<file path="src/rtl/rsc_pkg.sv">
// Package: shared types for the refill signature checker.
// Assumes nothing beyond the phase encoding used by the sequencer.
package rsc_pkg;
    typedef enum logic [1:0] {
        PH_IDLE  = 2'd0,
        PH_WORDS = 2'd1,
        PH_SIG   = 2'd2
    } phase_t;
endpackage

</file>
<file path="src/rtl/rsc_misr.sv">
// Module: key-tapped multiple-input signature register.
// On clear it loads a zero seed and latches the key. On upd it folds one word in,
// using the latched key as the feedback tap mask. Clear wins over upd.
module rsc_misr #(
    parameter int WORD_W = 32
) (
    input  logic              clk,
    input  logic              rst_n,
    input  logic              clear,
    input  logic [WORD_W-1:0] key_in,
    input  logic              upd,
    input  logic [WORD_W-1:0] word,
    output logic [WORD_W-1:0] sig
);
    logic [WORD_W-1:0] state_q;
    logic [WORD_W-1:0] key_q;
    logic [WORD_W-1:0] fb;

    // feedback term: the key taps, applied when the MSB is set
    always_comb fb = state_q[WORD_W-1] ? key_q : '0;

    // state register: zero seed on clear, fold a word on upd
    always_ff @(posedge clk) begin
        if (!rst_n || clear) begin
            state_q <= '0;
        end else if (upd) begin
            state_q <= {state_q[WORD_W-2:0], 1'b0} ^ fb ^ word;
        end
    end

    // key latch: sampled only when a burst opens
    always_ff @(posedge clk) begin
        if (!rst_n) begin
            key_q <= '0;
        end else if (clear) begin
            key_q <= key_in;
        end
    end

    assign sig = state_q;

    // the key copy holds still for the whole burst
    a_r6_key_hold: assert property (@(posedge clk) disable iff (!rst_n)
        !clear |=> $stable(key_q));
    // a burst start leaves a zero seed
    a_r4_zero_seed: assert property (@(posedge clk) disable iff (!rst_n)
        clear |=> (state_q == '0));
endmodule

</file>
<file path="src/rtl/rsc_seq.sv">
// Module: burst sequencer. It tracks the phase and the word index, steers the
// handshakes and marks the last instruction word. It assumes memory sends
// LINE_WORDS instruction words and then one signature word.
module rsc_seq
    import rsc_pkg::*;
#(
    parameter int LINE_WORDS = 16
) (
    input  logic clk,
    input  logic rst_n,
    input  logic miss_start,
    input  logic in_valid,
    input  logic out_ready,
    output logic in_ready,
    output logic out_valid,
    output logic out_last,
    output logic word_en,
    output logic sig_en
);
    localparam int CNT_W = (LINE_WORDS > 1) ? $clog2(LINE_WORDS) : 1;
    localparam logic [CNT_W-1:0] LAST_IDX = CNT_W'(LINE_WORDS - 1);

    phase_t           phase_q;
    logic [CNT_W-1:0] cnt_q;
    logic             fire;

    // handshake steering: pass-through while instruction words flow, sink otherwise
    always_comb begin
        in_ready  = (phase_q == PH_WORDS) ? out_ready : 1'b1;
        out_valid = (phase_q == PH_WORDS) && in_valid;
        out_last  = out_valid && (cnt_q == LAST_IDX);
        fire      = in_valid && in_ready;
        word_en   = fire && (phase_q == PH_WORDS);
        sig_en    = fire && (phase_q == PH_SIG);
    end

    // phase and word index: a miss always restarts, otherwise step through the line
    always_ff @(posedge clk) begin
        if (!rst_n) begin
            phase_q <= PH_IDLE;
            cnt_q   <= '0;
        end else if (miss_start) begin
            phase_q <= PH_WORDS;
            cnt_q   <= '0;
        end else if (sig_en) begin
            phase_q <= PH_IDLE;
        end else if (word_en) begin
            if (cnt_q == LAST_IDX) begin
                phase_q <= PH_SIG;
                cnt_q   <= '0;
            end else begin
                cnt_q <= cnt_q + 1'b1;
            end
        end
    end

    // after the last instruction word is handed over, nothing more goes to the cache
    a_r3_sig_stripped: assert property (@(posedge clk) disable iff (!rst_n)
        (out_last && out_ready && !miss_start) |=> !out_valid);
    // no word goes out unless memory offers one
    a_r1_no_phantom: assert property (@(posedge clk) disable iff (!rst_n)
        out_valid |-> in_valid);
    // an idle block never refuses a word
    a_r7_idle_sink: assert property (@(posedge clk) disable iff (!rst_n)
        (phase_q == PH_IDLE) |-> in_ready);
endmodule

</file>
<file path="src/rtl/refill_sig_check.sv">
// Module: top of the refill signature checker. It forwards the instruction words
// of a miss refill, strips the trailing signature word, and reports a one-cycle
// verdict. It assumes the miss logic pulses miss_start before each refill.
module refill_sig_check #(
    parameter int WORD_W     = 32,
    parameter int LINE_WORDS = 16
) (
    input  logic              clk,
    input  logic              rst_n,
    input  logic [WORD_W-1:0] key,
    input  logic              miss_start,
    input  logic              in_valid,
    input  logic [WORD_W-1:0] in_data,
    input  logic              in_last,
    output logic              in_ready,
    output logic              out_valid,
    output logic [WORD_W-1:0] out_data,
    output logic              out_last,
    input  logic              out_ready,
    output logic              done,
    output logic              fail
);
    logic              word_en;
    logic              sig_en;
    logic [WORD_W-1:0] sig_calc;
    logic              done_q;
    logic              fail_q;

    rsc_seq #(.LINE_WORDS(LINE_WORDS)) seq_i (
        .clk       (clk),
        .rst_n     (rst_n),
        .miss_start(miss_start),
        .in_valid  (in_valid),
        .out_ready (out_ready),
        .in_ready  (in_ready),
        .out_valid (out_valid),
        .out_last  (out_last),
        .word_en   (word_en),
        .sig_en    (sig_en)
    );

    rsc_misr #(.WORD_W(WORD_W)) misr_i (
        .clk   (clk),
        .rst_n (rst_n),
        .clear (miss_start),
        .key_in(key),
        .upd   (word_en),
        .word  (in_data),
        .sig   (sig_calc)
    );

    // data path: instruction words go straight through
    assign out_data = in_data;

    // verdict register: one-cycle done with the compare result
    always_ff @(posedge clk) begin
        if (!rst_n) begin
            done_q <= 1'b0;
            fail_q <= 1'b0;
        end else begin
            done_q <= sig_en;
            fail_q <= sig_en && ((sig_calc != in_data) || !in_last);
        end
    end

    assign done = done_q;
    assign fail = fail_q;

    // done is a single-cycle pulse
    a_r5_done_pulse: assert property (@(posedge clk) disable iff (!rst_n)
        done |=> !done);
    // fail only accompanies done
    a_r5_fail_with_done: assert property (@(posedge clk) disable iff (!rst_n)
        fail |-> done);
    // a verdict follows an accepted word
    a_r5_done_after_accept: assert property (@(posedge clk) disable iff (!rst_n)
        done |-> $past(in_valid && in_ready));
endmodule

</file>
<file path="config.mk">
export PLATFORM = sky130hd
export DESIGN_NAME = refill_sig_check
export DESIGN_NICKNAME = d
export VERILOG_FILES = /design/src/rtl/rsc_pkg.sv /design/src/rtl/rsc_misr.sv /design/src/rtl/rsc_seq.sv /design/src/rtl/refill_sig_check.sv
export SDC_FILE = /design/constraint.sdc
export NUM_CORES = 1
export LEC_CHECK = 0
export ABC_AREA = 1
export BUFFER_PORTS_ARGS = -buffer_cell sky130_fd_sc_hd__buf_2
export CAP_MARGIN = 20
export CORE_MARGIN = 2
export CORE_UTILIZATION = 25
export DETAILED_ROUTE_END_ITERATION = 8
export HOLD_SLACK_MARGIN = 0.02
export SETUP_SLACK_MARGIN = 0.15
export SYNTH_ARGS = -nofsm -noshare
export SYNTH_HDL_FRONTEND = slang
export SYNTH_HIERARCHICAL = 1
export SYNTH_SLANG_ARGS = --single-unit
</file>
<file path="constraint.sdc">
create_clock -name clk -period 1.2 [get_ports clk]
set_input_delay 0.12 -clock clk [delete_from_list [all_inputs] [get_ports clk]]
set_output_delay 0.12 -clock clk [all_outputs]
set_load 0.05 [all_outputs]
</file>
==> results.md <==
* RSZ-0062 raised after global routing: yes
* GR Overflow Total at 0
* Actual slew at the worst max-slew pin at 0.429 ns
* Fmax at 737 MHz
* Setup crit start kind: register
* Period minus WS final at 1.36 ns
* Netlist cell types at 26
* Worst Setup End Kind: output port
* Average wire per standard cell at 11.3 um
* Dpl hpwl at 10100 um
* Sequential-to-total area share from yosys stat at 29.1%
* Final hold violations at 0
* Layout cells sized above 1 at 27.3%
* Critical path type: reg -> out
* H-tree Lvls at 3
* Syn Std Cell Area at 0.00496 sq mm
* CP max FO at 2
* Max VDD drop at 0.619 mV
* CP arrival at 1.24 ns
* Register area at 0.00146 sq mm
* Warnings from Yosys at 6
* Leak at 3.64 nW
* R2R depth at 9
* Clk_skew at 0.00771 ns
* Endpoints failing setup at 32
* Iteration count of the initial detailed-routing pass at 5
* CTS root buffer: clkbuf_16
* Antenna viol nets, final at 0
* Via count at 5308
* Vias/cell at 4.17
* CTS clk-pin slew, worst paths at 0.06 ns
* Final WL at 14300 um
* Skew-Pair Late Insertion Delay at 0.34 ns
* Worst Hold Endpoint: misr_i/key_q[31]$_SDFFE_PN0P_
* Area growth syn-to-layout at 41.9%
* # port buffers at 106
* Setup WS pre-CTS at -0.146 ns
* Hold path start: key[31]
* Final slew viol count at 0
* Vias in the first global route at 4745
* Synth Register Bits at 72
* Post-Synthesis Cells at 846
* Die area at 0.0210 sq mm
* Hold Path Depth at 3
* Rel. slew slack at 71.3%
* Die Wd at 145 um
* Fin Setup TNS at -1.87 ns
* Final period utilization at 113%
* Initial cell density of the core at 25.5%
* Synth area leader: dfxtp_1
* Synth area leaders: dfxtp_1, nand2_1, inv_1
* Max Cap Violations at 0
* Power density cells at 981 mW/mm^2
* Syn avg cell area at 5.86 sq um
* Fillers at 2072
* Post-synth net total at 917
* Core area at 0.0195 sq mm
* Total power at 6.90 mW
* # DRC at 0
* GRT Total Usage at 13.8%
* Violated checks: negative setup slack
* Row count at 51
* Initial DRC count at 259
* CTS Buffer Depth at 2
* Area fraction of the dominant cell type after synthesis at 29.1%
* TritonCTS clock tree: built
* Largest net degree at the start of global routing at 33
* Reg2reg start: seq_i/phase_q[1]$_SDFFE_PP0P_
* Tightest Hold Check Type: in -> reg
* Setup ws final at -0.156 ns
* Hold slack at 0.0310 ns
* Cts bufs inserted at 9
* Global-route wire length before repair at 22500 um
* Outcome: finished with violations
* Multi-input logic area at 0.00270 sq mm
* N_diodes at 0
* Final GP Congestion at 0.779
* WP data required at 1.08 ns
* I/O Pins at 107
* Final nets at 1073
* Chip Height at 145 um
* Reg2reg end: seq_i/cnt_q[2]$_SDFFE_PP0P_
* Initial antenna violation count at 0
* Clock sink total at 72
* FF-to-FF setup slack at -0.11 ns
## cells in the mapped netlist
cell type / count
inv_4: 1
clkbuf_1: 5
nor2_2: 2
buf_4: 33
buf_6: 8
a21oi_1: 5
clkinv_2: 1
o21bai_1: 3
a21oi_2: 29
nand3_1: 98
nand2_2: 1
buf_2: 9
nand4_2: 1
xor2_1: 4
nor2_1: 106
xnor2_1: 4
inv_2: 2
or2_0: 1
nand4_1: 1
ha_1: 1
inv_1: 167
nand2_4: 1
o21ai_1: 3
nand2_1: 249
dfxtp_1: 72
o21ai_0: 39
## stage by stage
| stage | util (%) | instance area, sq um | instances |
|---|---|---|---|
| after floorplan | - | 5020 | 846 |
| after global placement | 30.0 | 5850 | 1205 |
| after detailed placement | 30.0 | 5850 | 1205 |
| after CTS | 35.0 | 6810 | 1264 |
| after global routing | 36.2 | 7040 | 1272 |
| final | 36.2 | 7040 | 1272 |
## sequential cells by signal (all words and copies together), names as in the netlist
signal         flops
done               1
fail               1
misr_i/key_q      32
misr_i/sig        32
seq_i/cnt_q        4
seq_i/phase_q      2
## area by class of cell
type	count	area share (%)
multi-input cells	548	38.3
repair buffers	200	22.1
flip-flops and latches	72	20.7
inverters	171	9.45
well taps	265	4.71
clock buffers	11	3.59
clock inverters	5	1.12
## worst max-delay path, stage by stage, from the launching register on
cell,delay (ns)
dfxtp_2,0.36
ha_4,0.17
nand3_4,0.10
nor2_4,0.12
buf_8,0.15
## layer usage
layer	share of wire [%]	track usage, %	up-vias	wire (um)
met5	0	0	-	0
met4	2.5	5.37	0	352
met3	3.1	2.14	23	440
met2	45	22.8	100	6520
met1	49	18.0	2348	7030
li1	-	-	2837	-
## worst max path at each step
stage,depth (start not counted),endpoint,start
5_1_grt,10,misr_i/sig[16]$_SDFFE_PP0P_,seq_i/phase_q[1]$_SDFFE_PP0P_
3_3_place_gp,7,fail$_SDFF_PN0_,misr_i/sig[20]$_SDFFE_PP0P_
4_1_cts,4,out_last,seq_i/cnt_q[0]$_SDFFE_PP0P_
3_5_place_dp,7,fail$_SDFF_PN0_,misr_i/sig[20]$_SDFFE_PP0P_
6_report,4,out_last,seq_i/cnt_q[1]$_SDFFE_PP0P_
2_1_floorplan,10,misr_i/sig[31]$_SDFFE_PP0P_,seq_i/phase_q[1]$_SDFFE_PP0P_
## timing repair
action                                 CTS  global route
pin swaps                               20            35
endpoints found under the hold margin   27             0
hold buffers                            27             0
resized for setup                       43            37
setup buffers                           13             7
setup endpoints to repair               38            44
cloned                                   3             1
## where the power goes
| group | leakage, nW | switching (mW) | internal (mW) | total (mW) |
|---|---|---|---|---|
| Sequential | 0.596 | 0.0570 | 2.49 | 2.54 |
| Clock | 0.165 | 1.13 | 1.93 | 3.06 |
| Combinational | 2.88 | 0.792 | 0.506 | 1.30 |
| Total | 3.64 | 1.98 | 4.93 | 6.90 |
## layout by cell type (no fill, tap or decap), drive strengths merged, types with 13 or more instances in the layout
master and count:
nand2 251, nor2 108, dlygate4sd3 27, buf 171, nand3 98, inv 170, dfxtp 72, clkbuf 13
a21oi 34, o21ai 42
## cells by family (layout without fill, tap and decap cells)
| kind of cell | Yosys count | count (layout) | share of synthesized area (%) |
|---|---|---|---|
| xor+xnor | 8 | 8 | 1.41 |
| simple gates | 460 | 460 | 37.9 |
| buf+inv | 226 | 387 | 21.1 |
| compound gates | 79 | 79 | 10.3 |
| fa+ha+maj | 1 | 1 | 0.252 |
| flops | 72 | 72 | 29.1 |
Note: power is estimated with default switching activity, not from simulation.
